**src/rtl/sar_seq_pkg.sv**
```systemverilog
package sar_seq_pkg;
  localparam int RES_BITS   = 8;
  localparam int NUM_CONV   = 4;
  localparam int CH_W       = 3;
  localparam int ADDR_W     = 3;
  localparam int SAMPLE_CYC = 12;
  localparam int MSB_CYC    = 4;
  localparam int BIT_CYC    = 2;
  localparam int END_CYC    = 2;

  localparam int FIRST_BIT  = SAMPLE_CYC + MSB_CYC;
  localparam int END_START  = FIRST_BIT + BIT_CYC * (RES_BITS - 1);
  localparam int CONV_CYC   = END_START + END_CYC;
  localparam int CNT_W      = $clog2(CONV_CYC);
  localparam int IDX_W      = $clog2(RES_BITS);
  localparam int CONV_W     = $clog2(NUM_CONV);
  localparam int MULTI_BIT  = CH_W;
  localparam int CONT_BIT   = CH_W + 1;
  localparam int STAT_ADDR  = NUM_CONV + 1;

  typedef struct packed {
    logic              restart;
    logic              loadMsb;
    logic              decide;
    logic [IDX_W-1:0]  bitIdx;
    logic              writeRes;
    logic [CONV_W-1:0] resIdx;
    logic              setFlag;
  } seqStrobe_t;
endpackage

```
**src/rtl/sar_seq_ctrl.sv**
```systemverilog
module sar_seq_ctrl
  import sar_seq_pkg::*;
(
  input  logic                clk,
  input  logic                rst,
  input  logic                tick,
  input  logic                ctrlWr,
  input  logic [RES_BITS-1:0] ctrlWrData,
  output logic [RES_BITS-1:0] ctrlReg,
  output logic [CH_W-1:0]     chanSel,
  output logic                sampleEn,
  output seqStrobe_t          str
);
  logic [CNT_W-1:0]  cycCnt;
  logic [CONV_W-1:0] convIdx;
  logic              active;
  logic              lastCyc;
  logic              lastConv;
  logic              stepEn;
  int                offs;

  assign stepEn   = tick && active && !ctrlWr;
  assign lastCyc  = (cycCnt == CNT_W'(CONV_CYC - 1));
  assign lastConv = (convIdx == CONV_W'(NUM_CONV - 1));

  always_ff @(posedge clk) begin
    if (rst) begin
      ctrlReg <= '0;
      cycCnt  <= '0;
      convIdx <= '0;
      active  <= 1'b0;
    end else if (ctrlWr) begin
      ctrlReg <= ctrlWrData;
      cycCnt  <= '0;
      convIdx <= '0;
      active  <= 1'b1;
    end else if (stepEn) begin
      if (lastCyc) begin
        cycCnt <= '0;
        if (lastConv) begin
          convIdx <= '0;
          if (!ctrlReg[CONT_BIT]) active <= 1'b0;
        end else begin
          convIdx <= convIdx + CONV_W'(1);
        end
      end else begin
        cycCnt <= cycCnt + CNT_W'(1);
      end
    end
  end

  always_comb begin
    str = '0;
    offs = 0;
    str.restart = ctrlWr;
    if (stepEn) begin
      str.loadMsb = (cycCnt == CNT_W'(SAMPLE_CYC - 1));
      if (cycCnt == CNT_W'(FIRST_BIT - 1)) begin
        str.decide = 1'b1;
        str.bitIdx = IDX_W'(RES_BITS - 1);
      end else if (int'(cycCnt) >= FIRST_BIT && int'(cycCnt) < END_START) begin
        offs = int'(cycCnt) - FIRST_BIT;
        if (offs % BIT_CYC == BIT_CYC - 1) begin
          str.decide = 1'b1;
          str.bitIdx = IDX_W'(RES_BITS - 2 - offs / BIT_CYC);
        end
      end
      str.writeRes = (cycCnt == CNT_W'(END_START));
      str.resIdx   = convIdx;
      str.setFlag  = lastCyc && lastConv;
    end
  end

  assign sampleEn = active && (int'(cycCnt) < SAMPLE_CYC);

  generate
    if (CH_W > CONV_W) begin : g_grp
      assign chanSel = ctrlReg[MULTI_BIT] ? {ctrlReg[CH_W-1:CONV_W], convIdx}
                                          : ctrlReg[CH_W-1:0];
    end else begin : g_flat
      assign chanSel = ctrlReg[MULTI_BIT] ? CH_W'(convIdx) : ctrlReg[CH_W-1:0];
    end
  endgenerate


  no_tick_hold_chk: assert property (@(posedge clk) disable iff (rst)
    (!tick && !ctrlWr) |=> ($stable(cycCnt) && $stable(convIdx) && $stable(active)));


  restart_chk: assert property (@(posedge clk) disable iff (rst)
    ctrlWr |=> (active && cycCnt == '0 && convIdx == '0));


  single_stop_chk: assert property (@(posedge clk) disable iff (rst)
    (stepEn && lastCyc && lastConv && !ctrlReg[CONT_BIT]) |=> !active);


  strobe_excl_chk: assert property (@(posedge clk) disable iff (rst)
    $onehot0({str.loadMsb, str.decide, str.writeRes, str.setFlag}));
endmodule

```
**src/rtl/sar_seq_dp.sv**
```systemverilog
module sar_seq_dp
  import sar_seq_pkg::*;
(
  input  logic                clk,
  input  logic                rst,
  input  seqStrobe_t          str,
  input  logic                cmpBelow,
  input  logic                busRdEn,
  input  logic [ADDR_W-1:0]   busAddr,
  input  logic [RES_BITS-1:0] ctrlReg,
  output logic [RES_BITS-1:0] dacCode,
  output logic [RES_BITS-1:0] busRdData,
  output logic                doneFlag
);
  localparam logic [RES_BITS-1:0] MSB_ONE = RES_BITS'(1) << (RES_BITS - 1);

  logic [RES_BITS-1:0] sarReg;
  logic [RES_BITS-1:0] sarNext;
  logic [RES_BITS-1:0] resReg [NUM_CONV];
  logic [RES_BITS-1:0] rdMux;

  always_comb begin
    sarNext = sarReg;
    if (str.loadMsb) begin
      sarNext = MSB_ONE;
    end else if (str.decide) begin
      if (cmpBelow) sarNext[str.bitIdx] = 1'b0;
      if (str.bitIdx != '0) sarNext[str.bitIdx - IDX_W'(1)] = 1'b1;
    end
  end

  always_ff @(posedge clk) begin
    if (rst) sarReg <= '0;
    else     sarReg <= sarNext;
  end

  assign dacCode = sarReg;

  generate
    for (genvar g = 0; g < NUM_CONV; g++) begin : g_res
      always_ff @(posedge clk) begin
        if (rst) resReg[g] <= '0;
        else if (str.writeRes && str.resIdx == CONV_W'(g)) resReg[g] <= sarReg;
      end


      res_hold_chk: assert property (@(posedge clk) disable iff (rst)
        !(str.writeRes && str.resIdx == CONV_W'(g)) |=> $stable(resReg[g]));
    end
  endgenerate

  always_ff @(posedge clk) begin
    if (rst)              doneFlag <= 1'b0;
    else if (str.restart) doneFlag <= 1'b0;
    else if (str.setFlag) doneFlag <= 1'b1;
  end

  always_comb begin
    rdMux = '0;
    if (busAddr == '0) begin
      rdMux = ctrlReg;
    end else if (busAddr == ADDR_W'(STAT_ADDR)) begin
      rdMux[0] = doneFlag;
    end else if (busAddr <= ADDR_W'(NUM_CONV)) begin
      rdMux = resReg[CONV_W'(busAddr - ADDR_W'(1))];
    end
  end

  always_ff @(posedge clk) begin
    if (rst)          busRdData <= '0;
    else if (busRdEn) busRdData <= rdMux;
  end


  flag_rise_chk: assert property (@(posedge clk) disable iff (rst)
    $rose(doneFlag) |-> $past(str.setFlag));


  flag_clear_chk: assert property (@(posedge clk) disable iff (rst)
    str.restart |=> !doneFlag);


  msb_trial_chk: assert property (@(posedge clk) disable iff (rst)
    str.loadMsb |=> (dacCode == MSB_ONE));
endmodule

```
**src/rtl/sar_seq_top.sv**
```systemverilog
module sar_seq_top
  import sar_seq_pkg::*;
(
  input  logic                clk,
  input  logic                rst,
  input  logic                tick,
  input  logic                busWrEn,
  input  logic                busRdEn,
  input  logic [ADDR_W-1:0]   busAddr,
  input  logic [RES_BITS-1:0] busWrData,
  output logic [RES_BITS-1:0] busRdData,
  input  logic                cmpBelow,
  output logic [CH_W-1:0]     chanSel,
  output logic                sampleEn,
  output logic [RES_BITS-1:0] dacCode,
  output logic                doneFlag
);
  seqStrobe_t          str;
  logic [RES_BITS-1:0] ctrlReg;
  logic                ctrlWr;

  assign ctrlWr = busWrEn && (busAddr == '0);

  sar_seq_ctrl i_ctrl (
    .clk        (clk),
    .rst        (rst),
    .tick       (tick),
    .ctrlWr     (ctrlWr),
    .ctrlWrData (busWrData),
    .ctrlReg    (ctrlReg),
    .chanSel    (chanSel),
    .sampleEn   (sampleEn),
    .str        (str)
  );

  sar_seq_dp i_dp (
    .clk       (clk),
    .rst       (rst),
    .str       (str),
    .cmpBelow  (cmpBelow),
    .busRdEn   (busRdEn),
    .busAddr   (busAddr),
    .ctrlReg   (ctrlReg),
    .dacCode   (dacCode),
    .busRdData (busRdData),
    .doneFlag  (doneFlag)
  );
endmodule

```
**config.mk**
```make
export PLATFORM = sky130hd
export DESIGN_NAME = sar_seq_top
export DESIGN_NICKNAME = d
export VERILOG_FILES = /design/src/rtl/sar_seq_pkg.sv /design/src/rtl/sar_seq_ctrl.sv /design/src/rtl/sar_seq_dp.sv /design/src/rtl/sar_seq_top.sv
export SDC_FILE = /design/constraint.sdc
export NUM_CORES = 1
export LEC_CHECK = 0
export BUFFER_PORTS_ARGS = -buffer_cell sky130_fd_sc_hd__buf_2
export CAP_MARGIN = 20
export CORE_MARGIN = 5
export CORE_UTILIZATION = 36
export CTS_CLUSTER_DIAMETER = 40
export CTS_CLUSTER_SIZE = 10
export DETAILED_ROUTE_END_ITERATION = 6
export SKIP_CTS_REPAIR_TIMING = 1
export SYNTH_ARGS = -nofsm -noshare
export SYNTH_HDL_FRONTEND = slang
export SYNTH_SLANG_ARGS = --single-unit
```
**constraint.sdc**
```tcl
create_clock -name clk -period 2.7 [get_ports clk]
set_input_delay 0.27 -clock clk [delete_from_list [all_inputs] [get_ports clk]]
set_output_delay 0.27 -clock clk [all_outputs]
set_load 0.02 [all_outputs]
```
==> results.json, run 1 <==
{
  "yosysTopAreaCell": "edfxtp_1",
  "finalSetupViolCount": 0,
  "die_area_um2": 10920,
  "clock_path_buffers": 2,
  "synthFlopType": "dfxtp_1",
  "areaGrowthSynthToFinish_pct": 19.62,
  "die_h_um": 104.5,
  "cp_max_fo": 7,
  "die-width_um": 104.5,
  "port_buffers": 37,
  "hold_viol": 0,
  "ios": 38,
  "vdd_ir_drop_max_v": 0.0002010,
  "startpoint_type": "flip-flop",
  "via_per_inst": 5.249,
  "netlist_area_um2": 3214,
  "grt_max_degree": 19,
  "ys.warnings.count": 0,
  "root_buffer": "clkbuf_8",
  "path_common_cell": "ha_2",
  "grt_usage_pct": 14.41,
  "start_util_pct": 36.86,
  "ys_ff_latch": 65,
  "clock_latency_ns": 0.34,
  "clk_pin_slew_ns": 0.07,
  "min_period_over_period_pct": 95.60,
  "hpwl_mm": 5.639,
  "share_comb_of_total_power_pct": 7.5,
  "antenna_found_initial": 0,
  "crit_family": "simple AND/OR/NAND/NOR gates",
  "cp.required_ns": 2.97,
  "async_flop_share_pct": 0,
  "switching_share_pct": 22.77,
  "use_met2_pct": 23.17,
  "grt_pass1_wl_mm": 12.49,
  "clkPwrFrac_pct": 40.4,
  "cpMaxStageDelayCell": "dfxtp_4",
  "seqPwrFrac_pct": 52.1,
  "critPathMaxStageDelay_ns": 0.38,
  "path_cells": "ha_2 -> and3_4 -> ha_2 -> buf_4 -> nor2b_1 -> or3_1 -> ha_1 -> o21ai_1 -> nor4_2 -> a21bo_2 -> a21oi_1",
  "clock.fmax_mhz": 387.4,
  "worstMarginPinSlew_ns": 0.6130,
  "syn_area_per_cell_um2": 10.27,
  "grt_pass1_vias": 2461,
  "worstSetupEndpointType": "flip-flop",
  "mostFrequentLayoutCells": "nand2_1, buf_2, and2_1, edfxtp_1, dfxtp_1",
  "path_class": "reg -> reg",
  "hold_class": "in -> reg",
  "clock-sinks": 65,
  "coreArea_um2": 8721,
  "r2r-start": "i_ctrl.cycCnt[1]",
  "vias": 2509,
  "ant_nets": 0,
  "grt_busiest_layer": "met2",
  "maxCapViolCount": 0,
  "final_common_cell": "nand2_1",
  "drt_pass1_iterations": 4,
  "maxSlewViolCount": 0,
  "cp_num_cells": 11,
  "min_period_ns": 2.581,
  "n_antenna_cell": 0,
  "hold_ws_ns": 0.1653,
  "drt_iter0_drc": 111,
  "slew_headroom_pct": 58.89,
  "worst_ep_arrival_time_ns": 2.85,
  "cts_tree": "yes",
  "cts-buffers-inserted": 9,
  "reg2reg_to": "i_dp.dacCode[4]",
  "met3_usage_pct": 3.166,
  "drt-total-wl_mm": 7.743,
  "yosys-top-cells-area": "edfxtp_1, dfxtp_1, and2_1",
  "r2r_setup_slack_ns": 0.12,
  "timing.reg2reg.worst_path_depth": 11,
  "utilization_pct": 44.09,
  "rows": 34,
  "synth_top_cell_area_share_pct": 29.89,
  "mappedNetlistNets": 340,
  "h-tree-depth": 3,
  "setup.worst_path.end": "i_dp.dacCode[4]",
  "finClkSkew_ns": 0.007426,
  "p_leak_nw": 1.433,
  "status": "complete, no violations",
  "cp.buffers_inverters": 1,
  "seq_area_frac_synth_pct": 50.45,
  "drive_gt1_share_pct": 25.95,
  "worstSetupStartpoint": "i_ctrl.cycCnt[1]",
  "wl_per_cell_um": 16.20,
  "place_congestion": 0.8264,
  "netSwitchingPower_mw": 0.4721,
  "yosysUniqueCellTypes": 48,
  "intPower_mw": 1.602,
  "synth_edf_count": 32,
  "grt-ovfl-total": 0,
  "syn_inst": 313,
  "drc_errors": 0,
  "nets": 392,
  "use_met1_pct": 18.65,
  "power.density_nw_per_um2": 539.4
}
-- cells by family (layout without fill, tap and decap cells) --
kind of cell | Yosys count | after routing | synth area share (%)
muxes | 12 | 12 | 6.929
and+or+nand+nor | 137 | 137 | 22.85
AOI/OAI and AO/OA | 64 | 64 | 12.07
buffers and inverters | 23 | 80 | 3.036
DFF | 65 | 65 | 50.45
adders and majority gates | 10 | 10 | 3.893
xor gates and xnor gates | 2 | 2 | 0.7787
-- cells in the mapped netlist (all sizes together), types with 8 or more instances --
library cell / instances
nand2: 38
dfxtp: 33
and2: 32
edfxtp: 32
nor2: 29
o21ai: 21
a21oi: 20
ha: 10
a311oi: 8
buf: 8
inv: 8
mux4: 8
nand3: 8
-- worst reg2reg max path, stage by stage, from the launching register on --
cell     delay [ns]
dfxtp_4        0.38
ha_2           0.18
and3_4         0.19
ha_2           0.18
buf_4          0.12
nor2b_1        0.05
or3_1          0.37
ha_1           0.30
o21ai_1        0.10
nor4_2         0.29
a21bo_2        0.26
a21oi_1        0.11
-- power groups by stage --
stage                     Clock (mW)  Combinational, mW  Sequential, mW
after floorplan                    0             0.0882            1.11
after global placement             0              0.155            1.10
after detailed placement           0              0.158            1.10
after CTS                      0.856              0.158            1.08
after global routing           0.901              0.171            1.08
final                          0.838              0.156            1.08
-- worst min-delay path by stage --
| stage | from | end | slack [ns] | cells after the start |
|---|---|---|---|---|
| 2_1_floorplan | busWrData[5] | i_ctrl.ctrlReg[5] | 0.41 | 2 |
| 3_3_place_gp | i_ctrl.ctrlReg[6] | i_ctrl.ctrlReg[6] | 0.45 | 2 |
| 3_5_place_dp | i_ctrl.ctrlReg[6] | i_ctrl.ctrlReg[6] | 0.45 | 2 |
| 4_1_cts | busWrData[3] | i_ctrl.ctrlReg[3] | 0.16 | 3 |
| 5_1_grt | busWrData[5] | i_ctrl.ctrlReg[5] | 0.16 | 3 |
| 6_report | busWrData[2] | i_ctrl.ctrlReg[2] | 0.17 | 3 |
-- registers in the layout, summed over array words and instances, names as in the netlist --
signal and cells:
i_ctrl.active 1, i_ctrl.convIdx 2, i_ctrl.ctrlReg 8, i_ctrl.cycCnt 5, i_dp.busRdData 8, i_dp.dacCode 8, i_dp.doneFlag 1, i_dp.resReg 32
-- layer usage --
| metal | routed length (um) | up-vias | part of all wire [%] |
|---|---|---|---|
| li1 | - | 1231 | - |
| met1 | 3521 | 1210 | 45 |
| met2 | 3835 | 54 | 50 |
| met3 | 262 | 14 | 3.4 |
| met4 | 123 | 0 | 1.6 |
| met5 | 0 | - | 0 |
-- through the flow --
| step | setup slack [ns] | power, mW | TNS [ns] | instance area, um2 | cells |
|---|---|---|---|---|---|
| 2_1_floorplan | 0.06915 | 1.198 | 0 | 3214 | 313 |
| 3_3_place_gp | 0.1006 | 1.258 | 0 | 3595 | 460 |
| 3_5_place_dp | 0.007190 | 1.262 | 0 | 3595 | 460 |
| 4_1_cts | -0.02565 | 2.096 | -0.02565 | 3799 | 476 |
| 5_1_grt | -0.003239 | 2.155 | -0.003239 | 3845 | 478 |
| 6_report | 0.1189 | 2.074 | 0 | 3845 | 478 |
-- area by class of cell --
class / instances / area (um2)
sequential: 65 / 1630
tap: 108 / 135.1
multi-input combinational: 225 / 1518
clock buffer: 15 / 198.9
fill: 835 / 4876
clock inverter: 1 / 5.005
inverter: 8 / 30.03
timing repair buffer: 56 / 327.8
(Power assumes the default switching activity.)
==> run 2: changes to the inputs <==
==> constraint.sdc (replaced) <==
create_clock -name clk -period 2.7 [get_ports clk]
set_input_delay 0 -clock clk [delete_from_list [all_inputs] [get_ports clk]]
set_output_delay 0 -clock clk [all_outputs]
set_load 0.02 [all_outputs]
==> results.json, run 2 (synthesized netlist as in run 1, its figures left out) <==
{
  "status": "complete, no violations",
  "worstSetupStartpoint": "i_ctrl.cycCnt[0]",
  "vias": 2496,
  "n_antenna_cell": 0,
  "path_class": "reg -> reg",
  "cp.required_ns": 2.97,
  "port_buffers": 37,
  "clock_latency_ns": 0.34,
  "worstSetupEndpointType": "flip-flop",
  "rows": 34,
  "fin_tns_setup_ns": 0,
  "grt_pass1_vias": 2413,
  "nets": 396,
  "grt-ovfl-total": 0,
  "grt_max_degree": 19,
  "num-fill-cells": 855,
  "drt_pass1_iterations": 4,
  "seqCellArea_um2": 1629,
  "rsz0062_at_grt": "no",
  "utilization_pct": 44.40,
  "min_period_ns": 2.576,
  "layout.cells.non_filler": 482,
  "grt_usage_pct": 13.82,
  "switching_share_pct": 22.73,
  "worst_slack_ns": 0.1239,
  "grt_pass1_wl_mm": 12.20,
  "worst_ep_arrival_time_ns": 2.85,
  "die-width_um": 104.5,
  "intPower_mw": 1.589,
  "top_register": "i_dp.resReg",
  "cp_max_fo": 6,
  "pre_cts_slack_ns": 0.04615,
  "cts_tree": "yes",
  "drt-total-wl_mm": 7.779,
  "reg2reg_to": "i_dp.dacCode[4]",
  "min_path_cells": 2,
  "place_congestion": 0.8158,
  "clkPwrFrac_pct": 39.6,
  "clock_path_buffers": 2,
  "drc_errors": 0,
  "largest_reg_flops": 32,
  "antenna_found_initial": 0,
  "die_area_um2": 10920,
  "power.density_nw_per_um2": 531.2,
  "timing.reg2reg.worst_path_depth": 11,
  "clock-sinks": 65,
  "multi_input_area_um2": 1510,
  "hold-path-endpoint": "i_ctrl.active",
  "startpoint_type": "flip-flop",
  "ant_nets": 0,
  "clock.fmax_mhz": 388.2,
  "vdd_ir_drop_max_v": 0.0001899,
  "maxCapViolCount": 0,
  "netSwitchingPower_mw": 0.4675,
  "final_common_cell": "nand2_1",
  "r2r-start": "i_ctrl.cycCnt[0]",
  "drive_gt1_share_pct": 23.80,
  "seqPwrFrac_pct": 52.5,
  "slew_headroom_pct": 61.79,
  "wl_per_cell_um": 16.14,
  "via_per_inst": 5.178,
  "p_leak_nw": 1.444,
  "cts-buffers-inserted": 9,
  "r2r_setup_slack_ns": 0.12,
  "maxSlewViolCount": 0,
  "clk_pin_slew_ns": 0.07,
  "mostFrequentLayoutCells": "nand2_1, buf_2, and2_1, edfxtp_1, dfxtp_1",
  "finalSetupViolCount": 0,
  "ios": 38,
  "areaGrowthSynthToFinish_pct": 20.47,
  "start_util_pct": 36.86,
  "hpwl_mm": 5.603,
  "h-tree-depth": 3,
  "finClkSkew_ns": 0.01317,
  "coreArea_um2": 8721,
  "worstMarginPinSlew_ns": 0.5696,
  "drt_iter0_drc": 118,
  "hold_viol": 0,
  "hold_class": "in -> reg",
  "die_h_um": 104.5,
  "share_comb_of_total_power_pct": 7.9,
  "min_period_over_period_pct": 95.41,
  "root_buffer": "clkbuf_8",
  "dp.cells": 458,
  "min-delay-start": "rst"
}
run 2: cell type report:
type                    instances  share of cell area [%]
clock inverters                 3                   1.066
repair buffers                 60                   9.758
flip-flops and latches         65                   42.07
clock buffers                  13                   3.845
well taps                     108                   3.490
inverters                       8                  0.7754
multi-input cells             225                   39.00
run 2: how the worst max path moves through the flow:
stage | slack [ns] | cells after the start | endpoint
detailed placement | 0.05 | 10 | i_dp.dacCode[4]
CTS | 0.02 | 10 | i_dp.dacCode[4]
global placement | 0.08 | 10 | i_dp.dacCode[4]
floorplan | 0.07 | 11 | i_dp.dacCode[4]
finish | 0.12 | 11 | i_dp.dacCode[4]
global route | 0.001 | 13 | i_dp.dacCode[4]
run 2: per-layer routing:
metal,GRT usage (%),vias to the layer above,share of wire (%)
met5,0,-,0
met4,4.070,0,1.3
met3,2.297,13,3.3
met2,23.71,49,51
met1,17.79,1191,44
li1,-,1243,-
run 2: critical path, stage by stage (launching register included):
cell and delay (ns):
dfxtp_4 0.37, ha_1 0.16, and3_1 0.19, ha_2 0.23
a31oi_2 0.08, or3_1 0.38, ha_1 0.22, nand2b_1 0.11
o21ai_1 0.09, nor4_1 0.31, a21bo_2 0.27, a21oi_1 0.10
run 2: power by group through the flow:
| stage | logic [mW] | registers, mW | clock network, mW |
|---|---|---|---|
| floorplan | 0.0882 | 1.11 | 0 |
| global placement | 0.153 | 1.10 | 0 |
| detailed placement | 0.156 | 1.10 | 0 |
| CTS | 0.156 | 1.08 | 0.832 |
| global route | 0.180 | 1.08 | 0.871 |
| finish | 0.163 | 1.08 | 0.814 |
run 2: through the flow:
stage               area [um2]  power [mW]  hold slack (ns)
finish                    3872       2.057          0.04955
global route              3872       2.133          0.05476
CTS                       3770       2.070          -0.1103
detailed placement        3580       1.260           0.2515
global placement          3580       1.256           0.2457
floorplan                 3214       1.198           0.1360
==> run 3: changes to the inputs <==
CORE_ASPECT_RATIO = 0.8   (was default)
CORE_UTILIZATION = 50   (was 36)
PLACE_DENSITY = 0.73   (was default)
==> results.json, run 3 (synthesized netlist as in run 1, its figures left out) <==
{
  "h-tree-depth": 3,
  "cp.required_ns": 2.97,
  "netSwitchingPower_mw": 0.4993,
  "cp_max_fo": 7,
  "min_period_over_period_pct": 93.54,
  "maxCapViolCount": 0,
  "drc_errors": 0,
  "grt_pass1_wl_mm": 11.69,
  "worstMarginPinSlew_ns": 0.6270,
  "worst_slack_ns": 0.1743,
  "drt_pass1_iterations": 4,
  "top_register": "i_dp.resReg",
  "hpwl_mm": 5.197,
  "clock_latency_ns": 0.35,
  "antenna_found_initial": 0,
  "min_period_ns": 2.526,
  "port_buffers": 37,
  "clock-sinks": 65,
  "cts_tree": "yes",
  "largest_reg_flops": 32,
  "wl_per_cell_um": 16.18,
  "areaGrowthSynthToFinish_pct": 21.10,
  "root_buffer": "clkbuf_8",
  "p_leak_nw": 1.452,
  "clkPwrFrac_pct": 42.6,
  "intPower_mw": 1.662,
  "ios": 38,
  "grt_usage_pct": 18.57,
  "seqCellArea_um2": 1627,
  "final_common_cell": "nand2_1",
  "clock_path_buffers": 2,
  "maxSlewViolCount": 0,
  "via_per_inst": 5.590,
  "worstSetupStartpoint": "i_ctrl.cycCnt[1]",
  "pre_cts_slack_ns": 0.03009,
  "drt-total-wl_mm": 7.412,
  "worst_ep_arrival_time_ns": 2.80,
  "multi_input_area_um2": 1534,
  "hold_viol": 0,
  "r2r-start": "i_ctrl.cycCnt[1]",
  "clock.fmax_mhz": 395.9,
  "n_antenna_cell": 0,
  "grt_max_degree": 19,
  "num-fill-cells": 525,
  "path_class": "reg -> reg",
  "vias": 2560,
  "drive_gt1_share_pct": 25.13,
  "status": "complete, no violations",
  "cts-buffers-inserted": 9,
  "die_h_um": 81.72,
  "setup.worst_path.end": "i_dp.dacCode[6]",
  "grt-ovfl-total": 0,
  "die_area_um2": 8142,
  "place_congestion": 0.8579,
  "coreArea_um2": 6311,
  "cpMaxStageDelayCell": "or3_1",
  "worstSetupEndpointType": "flip-flop",
  "seqPwrFrac_pct": 50.0,
  "finalSetupViolCount": 0,
  "die-width_um": 99.64,
  "rows": 26,
  "vdd_ir_drop_max_v": 0.0002637,
  "power.density_nw_per_um2": 555.3,
  "startpoint_type": "flip-flop",
  "share_comb_of_total_power_pct": 7.4,
  "grt_pass1_vias": 2375,
  "switching_share_pct": 23.10,
  "nets": 396,
  "timing.reg2reg.worst_path_depth": 10,
  "critPathMaxStageDelay_ns": 0.40,
  "mostFrequentLayoutCells": "nand2_1, buf_2, and2_1, edfxtp_1, dfxtp_1",
  "fin_tns_setup_ns": 0,
  "drt_iter0_drc": 127,
  "finClkSkew_ns": 0.009095,
  "start_util_pct": 50.93,
  "slew_headroom_pct": 57.95,
  "clk_pin_slew_ns": 0.07,
  "path_cells": "ha_4 -> and3_4 -> ha_2 -> a31oi_2 -> or3_1 -> ha_1 -> o21bai_1 -> nor4_2 -> o21ai_1 -> a21oi_1",
  "reg2reg_to": "i_dp.dacCode[6]",
  "ant_nets": 0,
  "r2r_setup_slack_ns": 0.17,
  "hold_class": "in -> reg"
}
==> run 3: metrics by stage <==
stage	area, um2	cells	power, mW	hold slack, ns	utilization, %
finish	3892	458	2.161	0.04564	61.68
global route	3892	458	2.234	0.03972	61.68
CTS	3761	449	2.167	-0.1288	59.60
detailed placement	3542	433	1.255	0.2484	56.13
global placement	3542	433	1.251	0.2408	56.13
floorplan	3214	313	1.198	0.1360	-
==> run 3: cell type report <==
cell class	instances	share of cell area (%)
multi-input cells	225	39.41
clock buffers	10	3.279
repair buffers	60	9.707
clock inverters	6	2.347
inverters	8	0.7715
flip-flops and latches	65	41.79
well taps	84	2.700
==> run 3: worst max-delay path: cells and delay by family (launching register included) <==
kind,cells,cell delay (ns)
flip-flops,1,0.39
adder cells (fa/ha/maj),3,0.68
AND/OR/NAND/NOR,3,0.87
AO/OA/AOI/OAI,4,0.52
==> run 3: worst min-delay path by stage <==
stage,from,to,slack [ns],cells past startpoint
6_report,tick,i_ctrl.active,0.05,4
5_1_grt,rst,i_ctrl.ctrlReg[7],0.04,2
4_1_cts,busWrData[3],i_ctrl.ctrlReg[3],-0.13,3
3_5_place_dp,busWrData[3],i_ctrl.ctrlReg[3],0.25,3
3_3_place_gp,busWrData[2],i_ctrl.ctrlReg[2],0.24,3
2_1_floorplan,busWrData[5],i_ctrl.ctrlReg[5],0.14,2
==> run 3: per-layer routing <==
layer	global-route usage (%)	share of wire, %	up-vias
met5	0	0	-
met4	4.502	0.36	0
met3	5.772	6.6	4
met2	31.97	51	59
met1	23.03	42	1256
li1	-	-	1241
==> run 3: power groups by stage <==
stage	registers [mW]	clock network, mW	logic [mW]
CTS	1.08	0.934	0.152
floorplan	1.11	0	0.0882
finish	1.08	0.920	0.161
global route	1.08	0.975	0.175
detailed placement	1.10	0	0.151
global placement	1.10	0	0.149
